<file path="src/rtl/sa_cache_pkg.sv">
package sa_cache_pkg;
  typedef enum logic [2:0] {
    ST_IDLE,
    ST_LOOKUP,
    ST_DREAD,
    ST_WRITE,
    ST_REFILL
  } cache_state_t;
endpackage

</file>
<file path="src/rtl/sa_cache_way.sv">
// One way: a tag RAM and a word-wide data RAM, both with registered read ports.
module sa_cache_way #(
  parameter int TAG_W  = 9,
  parameter int SETS   = 4,
  parameter int WORDS  = 8,
  parameter int DATA_W = 32,
  localparam int IDX_W = $clog2(SETS),
  localparam int DA_W  = $clog2(SETS) + $clog2(WORDS)
) (
  input  logic              clk,
  input  logic              tag_re,
  input  logic [IDX_W-1:0]  tag_raddr,
  output logic [TAG_W-1:0]  tag_rdata,
  input  logic              tag_we,
  input  logic [IDX_W-1:0]  tag_waddr,
  input  logic [TAG_W-1:0]  tag_wdata,
  input  logic              data_re,
  input  logic [DA_W-1:0]   data_raddr,
  output logic [DATA_W-1:0] data_rdata,
  input  logic              data_we,
  input  logic [DA_W-1:0]   data_waddr,
  input  logic [DATA_W-1:0] data_wdata
);
  logic [TAG_W-1:0]  tag_mem  [SETS];
  logic [DATA_W-1:0] data_mem [SETS*WORDS];

  always_ff @(posedge clk) begin
    if (tag_we) tag_mem[tag_waddr] <= tag_wdata;
    if (tag_re) tag_rdata <= tag_mem[tag_raddr];
  end

  always_ff @(posedge clk) begin
    if (data_we) data_mem[data_waddr] <= data_wdata;
    if (data_re) data_rdata <= data_mem[data_raddr];
  end
endmodule

</file>
<file path="src/rtl/sa_cache_match.sv">
// Concurrent tag comparison across all ways, with a one-hot to index encoder.
module sa_cache_match #(
  parameter int WAYS  = 2,
  parameter int TAG_W = 9,
  localparam int WAY_W = (WAYS > 1) ? $clog2(WAYS) : 1
) (
  input  logic [WAYS-1:0][TAG_W-1:0] stored_tag,
  input  logic [WAYS-1:0]            line_valid,
  input  logic [TAG_W-1:0]           probe_tag,
  output logic [WAYS-1:0]            match_vec,
  output logic                       match_any,
  output logic [WAY_W-1:0]           match_idx
);
  for (genvar w = 0; w < WAYS; w++) begin : g_cmp
    assign match_vec[w] = line_valid[w] && (stored_tag[w] == probe_tag);
  end

  assign match_any = |match_vec;

  always_comb begin
    match_idx = '0;
    for (int w = 0; w < WAYS; w++) begin
      if (match_vec[w]) match_idx = match_idx | WAY_W'(w);
    end
  end
endmodule

</file>
<file path="src/rtl/sa_cache_ctrl.sv">
// Access sequencer: lookup, optional data phase, store write, line refill.
module sa_cache_ctrl
  import sa_cache_pkg::*;
#(
  parameter int WAYS   = 2,
  parameter int SETS   = 4,
  parameter int WORDS  = 8,
  parameter int DATA_W = 32,
  parameter int TAG_W  = 9,
  parameter bit TP_EFF = 1'b0,
  localparam int IDX_W = $clog2(SETS),
  localparam int OFF_W = $clog2(WORDS),
  localparam int WAY_W = (WAYS > 1) ? $clog2(WAYS) : 1
) (
  input  logic              clk,
  input  logic              rst,
  input  logic              req_valid,
  input  logic              req_write,
  input  logic [TAG_W-1:0]  req_tag,
  input  logic [IDX_W-1:0]  req_idx,
  input  logic [OFF_W-1:0]  req_word,
  input  logic [DATA_W-1:0] req_wdata,
  input  logic              match_any,
  input  logic [WAY_W-1:0]  match_idx,
  input  logic              mem_resp_valid,
  input  logic [DATA_W-1:0] mem_resp_data,
  output logic              accept,
  output logic              lookup_active,
  output logic              dread,
  output logic [WAYS-1:0]   line_valid,
  output logic [TAG_W-1:0]  tag_q,
  output logic [IDX_W-1:0]  idx_q,
  output logic [OFF_W-1:0]  word_q,
  output logic              wr_q,
  output logic [WAY_W-1:0]  way_q,
  output logic              tag_we,
  output logic              data_we,
  output logic [OFF_W-1:0]  data_wword,
  output logic [DATA_W-1:0] data_wdata,
  output logic              mem_req_valid,
  output logic [OFF_W-1:0]  fill_word,
  output logic              resp_ready,
  output logic              resp_hit,
  output logic              resp_miss,
  output logic [DATA_W-1:0] miss_word
);
  cache_state_t      state;
  logic [DATA_W-1:0] wdata_q;
  logic [WAYS-1:0]   valid_q [SETS];
  logic [WAY_W-1:0]  rr_q    [SETS];
  logic [OFF_W-1:0]  cnt_q;
  logic              pend_q;
  logic              fill_beat;
  logic              last_beat;
  logic [WAY_W-1:0]  rr_next;

  assign accept        = (state == ST_IDLE) && req_valid;
  assign lookup_active = (state == ST_LOOKUP);
  assign dread         = (state == ST_DREAD);
  assign line_valid    = valid_q[idx_q];
  assign fill_beat     = (state == ST_REFILL) && pend_q && mem_resp_valid;
  assign last_beat     = (cnt_q == OFF_W'(WORDS - 1));
  assign rr_next       = (rr_q[idx_q] == WAY_W'(WAYS - 1)) ? '0 : rr_q[idx_q] + 1'b1;

  assign mem_req_valid = (state == ST_REFILL) && !pend_q;
  assign fill_word     = cnt_q;
  assign tag_we        = fill_beat && last_beat;
  assign data_we       = (state == ST_WRITE) || fill_beat;
  assign data_wword    = (state == ST_WRITE) ? word_q : cnt_q;
  assign data_wdata    = ((state == ST_WRITE) || (wr_q && cnt_q == word_q)) ? wdata_q : mem_resp_data;

  always_ff @(posedge clk) begin
    if (rst) begin
      state      <= ST_IDLE;
      resp_ready <= 1'b0;
      resp_hit   <= 1'b0;
      resp_miss  <= 1'b0;
      pend_q     <= 1'b0;
      cnt_q      <= '0;
      tag_q      <= '0;
      idx_q      <= '0;
      word_q     <= '0;
      wr_q       <= 1'b0;
      wdata_q    <= '0;
      way_q      <= '0;
      miss_word  <= '0;
      for (int s = 0; s < SETS; s++) begin
        valid_q[s] <= '0;
        rr_q[s]    <= '0;
      end
    end else begin
      resp_ready <= 1'b0;
      unique case (state)
        ST_IDLE: begin
          if (accept) begin
            tag_q   <= req_tag;
            idx_q   <= req_idx;
            word_q  <= req_word;
            wr_q    <= req_write;
            wdata_q <= req_wdata;
            state   <= ST_LOOKUP;
          end
        end
        ST_LOOKUP: begin
          if (match_any) begin
            way_q <= match_idx;
            if (wr_q) begin
              state <= ST_WRITE;
            end else if (TP_EFF) begin
              state <= ST_DREAD;
            end else begin
              state      <= ST_IDLE;
              resp_ready <= 1'b1;
              resp_hit   <= 1'b1;
              resp_miss  <= 1'b0;
            end
          end else begin
            way_q  <= rr_q[idx_q];
            cnt_q  <= '0;
            pend_q <= 1'b0;
            state  <= ST_REFILL;
          end
        end
        ST_DREAD, ST_WRITE: begin
          state      <= ST_IDLE;
          resp_ready <= 1'b1;
          resp_hit   <= 1'b1;
          resp_miss  <= 1'b0;
        end
        ST_REFILL: begin
          if (mem_req_valid) pend_q <= 1'b1;
          if (fill_beat) begin
            pend_q <= 1'b0;
            cnt_q  <= cnt_q + 1'b1;
            if (cnt_q == word_q) miss_word <= mem_resp_data;
            if (last_beat) begin
              valid_q[idx_q][way_q] <= 1'b1;
              rr_q[idx_q]           <= rr_next;
              state                 <= ST_IDLE;
              resp_ready            <= 1'b1;
              resp_hit              <= 1'b0;
              resp_miss             <= 1'b1;
            end
          end
        end
        default: state <= ST_IDLE;
      endcase
    end
  end
endmodule

</file>
<file path="src/rtl/sa_cache.sv">
// Set-associative data cache with per-way tag RAMs; TWO_PHASE selects load timing.
module sa_cache #(
  parameter int ADDR_W    = 16,
  parameter int WAYS      = 2,
  parameter int SETS      = 4,
  parameter int WORDS     = 8,
  parameter int DATA_W    = 32,
  parameter int TWO_PHASE = 0,
  localparam int BYTE_W = $clog2(DATA_W / 8),
  localparam int OFF_W  = $clog2(WORDS),
  localparam int IDX_W  = $clog2(SETS),
  localparam int TAG_W  = ADDR_W - IDX_W - OFF_W - BYTE_W,
  localparam int MEM_AW = ADDR_W - BYTE_W
) (
  input  logic              clk,
  input  logic              rst,
  input  logic              req_valid,
  input  logic              req_write,
  input  logic [ADDR_W-1:0] req_addr,
  input  logic [DATA_W-1:0] req_wdata,
  output logic              resp_ready,
  output logic              resp_hit,
  output logic [DATA_W-1:0] resp_rdata,
  output logic              mem_req_valid,
  output logic [MEM_AW-1:0] mem_req_addr,
  input  logic              mem_resp_valid,
  input  logic [DATA_W-1:0] mem_resp_data
);
  localparam int  WAY_W  = (WAYS > 1) ? $clog2(WAYS) : 1;
  localparam int  DA_W   = IDX_W + OFF_W;
  localparam bit  TP_EFF = (TWO_PHASE != 0) && (WAYS > 1);

  logic [TAG_W-1:0]  req_tag;
  logic [IDX_W-1:0]  req_idx;
  logic [OFF_W-1:0]  req_word;
  logic              unused_byte_bits;

  assign req_word = req_addr[BYTE_W +: OFF_W];
  assign req_idx  = req_addr[BYTE_W + OFF_W +: IDX_W];
  assign req_tag  = req_addr[ADDR_W-1 -: TAG_W];
  assign unused_byte_bits = ^req_addr[BYTE_W-1:0];

  logic                      accept;
  logic                      lookup_active;
  logic                      dread;
  logic [WAYS-1:0]           line_valid;
  logic [TAG_W-1:0]          tag_q;
  logic [IDX_W-1:0]          idx_q;
  logic [OFF_W-1:0]          word_q;
  logic                      wr_q;
  logic [WAY_W-1:0]          way_q;
  logic                      tag_we;
  logic                      data_we;
  logic [OFF_W-1:0]          data_wword;
  logic [DATA_W-1:0]         data_wdata;
  logic [OFF_W-1:0]          fill_word;
  logic                      resp_miss;
  logic [DATA_W-1:0]         miss_word;
  logic [WAYS-1:0]           match_vec;
  logic                      match_any;
  logic [WAY_W-1:0]          match_idx;
  logic [WAYS-1:0][TAG_W-1:0]  tag_rd;
  logic [WAYS-1:0][DATA_W-1:0] data_rd;
  logic [WAYS-1:0]           data_re_vec;
  logic [DA_W-1:0]           data_raddr;
  logic [DA_W-1:0]           data_waddr;
  logic [DATA_W-1:0]         hit_word;

  sa_cache_ctrl #(
    .WAYS(WAYS), .SETS(SETS), .WORDS(WORDS), .DATA_W(DATA_W), .TAG_W(TAG_W), .TP_EFF(TP_EFF)
  ) u_ctrl (
    .clk(clk), .rst(rst),
    .req_valid(req_valid), .req_write(req_write),
    .req_tag(req_tag), .req_idx(req_idx), .req_word(req_word), .req_wdata(req_wdata),
    .match_any(match_any), .match_idx(match_idx),
    .mem_resp_valid(mem_resp_valid), .mem_resp_data(mem_resp_data),
    .accept(accept), .lookup_active(lookup_active), .dread(dread),
    .line_valid(line_valid),
    .tag_q(tag_q), .idx_q(idx_q), .word_q(word_q), .wr_q(wr_q), .way_q(way_q),
    .tag_we(tag_we), .data_we(data_we), .data_wword(data_wword), .data_wdata(data_wdata),
    .mem_req_valid(mem_req_valid), .fill_word(fill_word),
    .resp_ready(resp_ready), .resp_hit(resp_hit), .resp_miss(resp_miss), .miss_word(miss_word)
  );

  sa_cache_match #(.WAYS(WAYS), .TAG_W(TAG_W)) u_match (
    .stored_tag(tag_rd), .line_valid(line_valid), .probe_tag(tag_q),
    .match_vec(match_vec), .match_any(match_any), .match_idx(match_idx)
  );

  assign data_waddr   = {idx_q, data_wword};
  assign mem_req_addr = {tag_q, idx_q, fill_word};

  if (TP_EFF) begin : g_two_phase
    assign data_raddr = {idx_q, word_q};
  end else begin : g_parallel
    assign data_raddr = {req_idx, req_word};
  end

  for (genvar w = 0; w < WAYS; w++) begin : g_way
    if (TP_EFF) begin : g_re_one
      assign data_re_vec[w] = dread && (way_q == WAY_W'(w));
    end else begin : g_re_all
      assign data_re_vec[w] = accept;
    end

    sa_cache_way #(.TAG_W(TAG_W), .SETS(SETS), .WORDS(WORDS), .DATA_W(DATA_W)) u_way (
      .clk(clk),
      .tag_re(accept), .tag_raddr(req_idx), .tag_rdata(tag_rd[w]),
      .tag_we(tag_we && (way_q == WAY_W'(w))), .tag_waddr(idx_q), .tag_wdata(tag_q),
      .data_re(data_re_vec[w]), .data_raddr(data_raddr), .data_rdata(data_rd[w]),
      .data_we(data_we && (way_q == WAY_W'(w))), .data_waddr(data_waddr), .data_wdata(data_wdata)
    );
  end

  if (WAYS == 1) begin : g_direct
    assign hit_word = data_rd[0];
  end else begin : g_assoc
    assign hit_word = data_rd[way_q];
  end

  assign resp_rdata = resp_miss ? miss_word : hit_word;
endmodule

</file>
<file path="config.mk">
export PLATFORM = sky130hd
export DESIGN_NAME = sa_cache
export DESIGN_NICKNAME = d
export VERILOG_FILES = /design/src/rtl/sa_cache_pkg.sv /design/src/rtl/sa_cache_way.sv /design/src/rtl/sa_cache_match.sv /design/src/rtl/sa_cache_ctrl.sv /design/src/rtl/sa_cache.sv
export SDC_FILE = /design/constraint.sdc
export NUM_CORES = 2
export LEC_CHECK = 0
export BUFFER_PORTS_ARGS = -buffer_cell sky130_fd_sc_hd__buf_2
export CAP_MARGIN = 0
export CELL_PAD_IN_SITES_DETAIL_PLACEMENT = 2
export CELL_PAD_IN_SITES_GLOBAL_PLACEMENT = 2
export CORE_MARGIN = 2
export CORE_UTILIZATION = 52
export DETAILED_ROUTE_END_ITERATION = 16
export PLACE_DENSITY_LB_ADDON = 0.05
export REMOVE_ABC_BUFFERS = 1
export SLEW_MARGIN = 20
export SYNTH_ARGS = -nofsm -noshare
export SYNTH_HDL_FRONTEND = slang
export SYNTH_HIERARCHICAL = 1
export SYNTH_SLANG_ARGS = --single-unit
</file>
<file path="constraint.sdc">
create_clock -name clk -period 11.1 [get_ports clk]
set_clock_uncertainty 0.15 [all_clocks]
set_input_delay 0.555 -clock clk [delete_from_list [all_inputs] [get_ports clk]]
set_output_delay 0.555 -clock clk [all_outputs]
set_load 0.05 [all_outputs]
</file>
==> flow_metrics.env, run 1 <==
export IMPL_hpwl_um=167200
export IMPL_io_pins=134
export IMPL_fp_row_count=153
export IMPL_place_gp_congestion=0.7493
export IMPL_yosysWarnings=6
export IMPL_syn_area_um2=90370
export IMPL_numPortBuffers=131
export IMPL_die_w_um=420.9
export IMPL_status="did not finish"
export IMPL_dieHeight_um=420.9
export IMPL_start_util_pct=52.16
export IMPL_syn_avg_cell_area_um2=17.11
export IMPL_haltStage="detailed placement"
export IMPL_firstError="[ERROR DPL-0033] detailed placement checks failed during check placement."
export IMPL_syn_inst=5282
[through the flow]
| stage | instances | setup WS (ns) |
|---|---|---|
| after floorplan | 4976 | 5.243 |
| after global placement | 7565 | 6.650 |
==> run 2, diff against run 1 <==
CELL_PAD_IN_SITES_DETAIL_PLACEMENT = not set   (was 2)
CELL_PAD_IN_SITES_GLOBAL_PLACEMENT = not set   (was 2)
CORE_UTILIZATION = 40   (was 52)
PLACE_DENSITY_LB_ADDON = 0.15   (was 0.05)
==> flow_metrics.env, run 2 <==
export IMPL_die_w_um=479.3
export IMPL_numPortBuffers=131
export IMPL_mostFrequentLayoutCells="edfxtp_1, mux2i_1, nand2_1"
export IMPL_p_per_area_nw_per_um2=179.9
export IMPL_status="complete, no violations"
export IMPL_setup_viol_count_final=0
export IMPL_cts_buffer_depth=3
export IMPL_root_buffer="clkbuf_16"
export IMPL_finalHoldViolCount=0
export IMPL_post_route_drc_count=0
export IMPL_grt_max_degree=124
export IMPL_clkTransAtPathRegs_ns=0.06
export IMPL_p_leak_nw=35.26
export IMPL_wirelength_um=238400
export IMPL_cap_violations=0
export IMPL_worstSetupPathType="flip-flop to flip-flop"
export IMPL_required_ns=11.47
export IMPL_clk_insertion_delay_late_ns=0.87
export IMPL_rsz0062_at_grt="no"
export IMPL_grt_pass1_wl_um=338800
export IMPL_cts_tree="built"
export IMPL_critPathSlowestCell="nor2_4"
export IMPL_reg_top3="g_way.u_way/data_mem (2048), g_way.u_way/tag_mem (72), g_way.u_way/data_rdata (64)"
export IMPL_grt_pass1_vias=47530
export IMPL_final_common_cell="edfxtp_1"
export IMPL_min_delay_start="req_wdata[30]"
export IMPL_syn_avg_cell_area_um2=17.11
export IMPL_cp_top_family="simple AND/OR/NAND/NOR gates"
export IMPL_irDropWorstVdd_uv=183.1
export IMPL_largest_reg_flops=2048
export IMPL_place_gp_congestion=0.7539
export IMPL_wire_per_inst_um=27.21
export IMPL_cts_htree_levels=4
export IMPL_fin_util_pct=45.76
export IMPL_startpoint="u_ctrl/state[2]"
export IMPL_setup_tns_ns=0
export IMPL_antenna_left=0
export IMPL_r2r_slack_ns=6.55
export IMPL_tightest_slew_ns=1.209
export IMPL_grt_total_usage_pct=20.38
export IMPL_core_um2=224700
export IMPL_vias_per_cell=5.437
export IMPL_areaGrowthSynthToFinish_pct=13.77
export IMPL_dieArea_um2=229700
export IMPL_place_worst_setup_slack_ns=6.618
export IMPL_drive_above_1_share_pct=12.90
export IMPL_hold_path_class="primary input to flip-flop"
export IMPL_dp_cells=8241
export IMPL_fp_row_count=174
export IMPL_antenna_found_initial=7
export IMPL_cts_made_buffers=237
export IMPL_cp_slowest_stage_delay_ns=0.87
export IMPL_period_minus_slack_ns=4.551
export IMPL_crit_path_max_fanout=18
export IMPL_io_pins=134
export IMPL_slew_viol_final=0
export IMPL_critical_path_cell_chain="nor3b_4 -> nand3_1 -> nand2_1 -> nor2b_1 -> nand3b_1 -> nor2_4 -> buf_4"
export IMPL_hpwl_um=128200
export IMPL_syn_area_um2=90370
export IMPL_clock_sinks=2306
export IMPL_arrival_ns=4.92
export IMPL_setup_slack_ns=6.549
export IMPL_syn_inst=5282
export IMPL_grt_overflow=0
export IMPL_post_route_period_util_pct=41.00
export IMPL_nNetsFinal=5652
export IMPL_regMostFlops="g_way.u_way/data_mem"
export IMPL_via_count=47650
export IMPL_cts_resized=0
export IMPL_dieHeight_um=479.3
export IMPL_slew_headroom_pct=19.41
export IMPL_drt_iter0_drc=3925
export IMPL_yosysWarnings=6
export IMPL_instances_no_fill=8764
export IMPL_cp_num_buf_inv=1
export IMPL_crit_reg2reg_launch="u_ctrl/state[2]"
export IMPL_dr_pass1_iters=6
export IMPL_endpoint_kind="flip-flop"
export IMPL_start_kind="flip-flop"
export IMPL_max_freq_mhz=219.7
export IMPL_start_util_pct=40.22
[run 2: worst paths after layout]
path / to / cells past startpoint
min: u_ctrl/wdata_q[30] / 3
max: g_way[0].u_way/data_mem[2][7] / 7
min reg2reg: u_ctrl/wdata_q[16] / 2
max reg2reg: g_way[0].u_way/data_mem[2][7] / 7
[run 2: metrics by stage]
step	hold slack, ns	instance area, um2	power (W)
floorplan	0.2761	88460	0.01050
finish	0.1093	102800	0.01849
detailed placement	0.2941	94580	0.01104
CTS	0.07810	102800	0.01868
global placement	0.2904	94580	0.01103
global route	0.06897	102800	0.01907
[run 2: what timing repair did]
item                                   CTS  global route
endpoints found under the hold margin   81             0
buffers inserted                         0             0
hold buffers                            77             0
[run 2: worst register-to-register path: cells and delay by family, from the launching register on]
kind	cells	cell delay (ns)
buffers and inverters	1	0.48
flip-flops	1	0.50
AND/OR/NAND/NOR	6	3.03
[run 2: final cells by class]
class                   instances  area [um2]
multi-input cells            2665       20700
well taps                    2992        3744
repair buffers                350        2582
diodes                          6       15.01
clock inverters               119        1020
inverters                       5       25.02
fillers                     19340      121900
flip-flops and latches       2306       68330
clock buffers                 321        6399
[run 2: power breakdown]
group / internal [W] / switching (W)
sequential: 0.00969 / 0.0000530
combinational: 0.000323 / 0.000812
clock: 0.00436 / 0.00326
total: 0.0144 / 0.00412
[run 2: per-layer routing]
layer | up-vias | GRT usage [%] | share of wire [%]
met5 | - | 0 | 0
met4 | 0 | 5.465 | 2.2
met3 | 308 | 3.251 | 5.4
met2 | 1266 | 34.26 | 49
met1 | 24750 | 27.48 | 43
li1 | 21320 | - | -
Power figures use the tool's default switching activity.
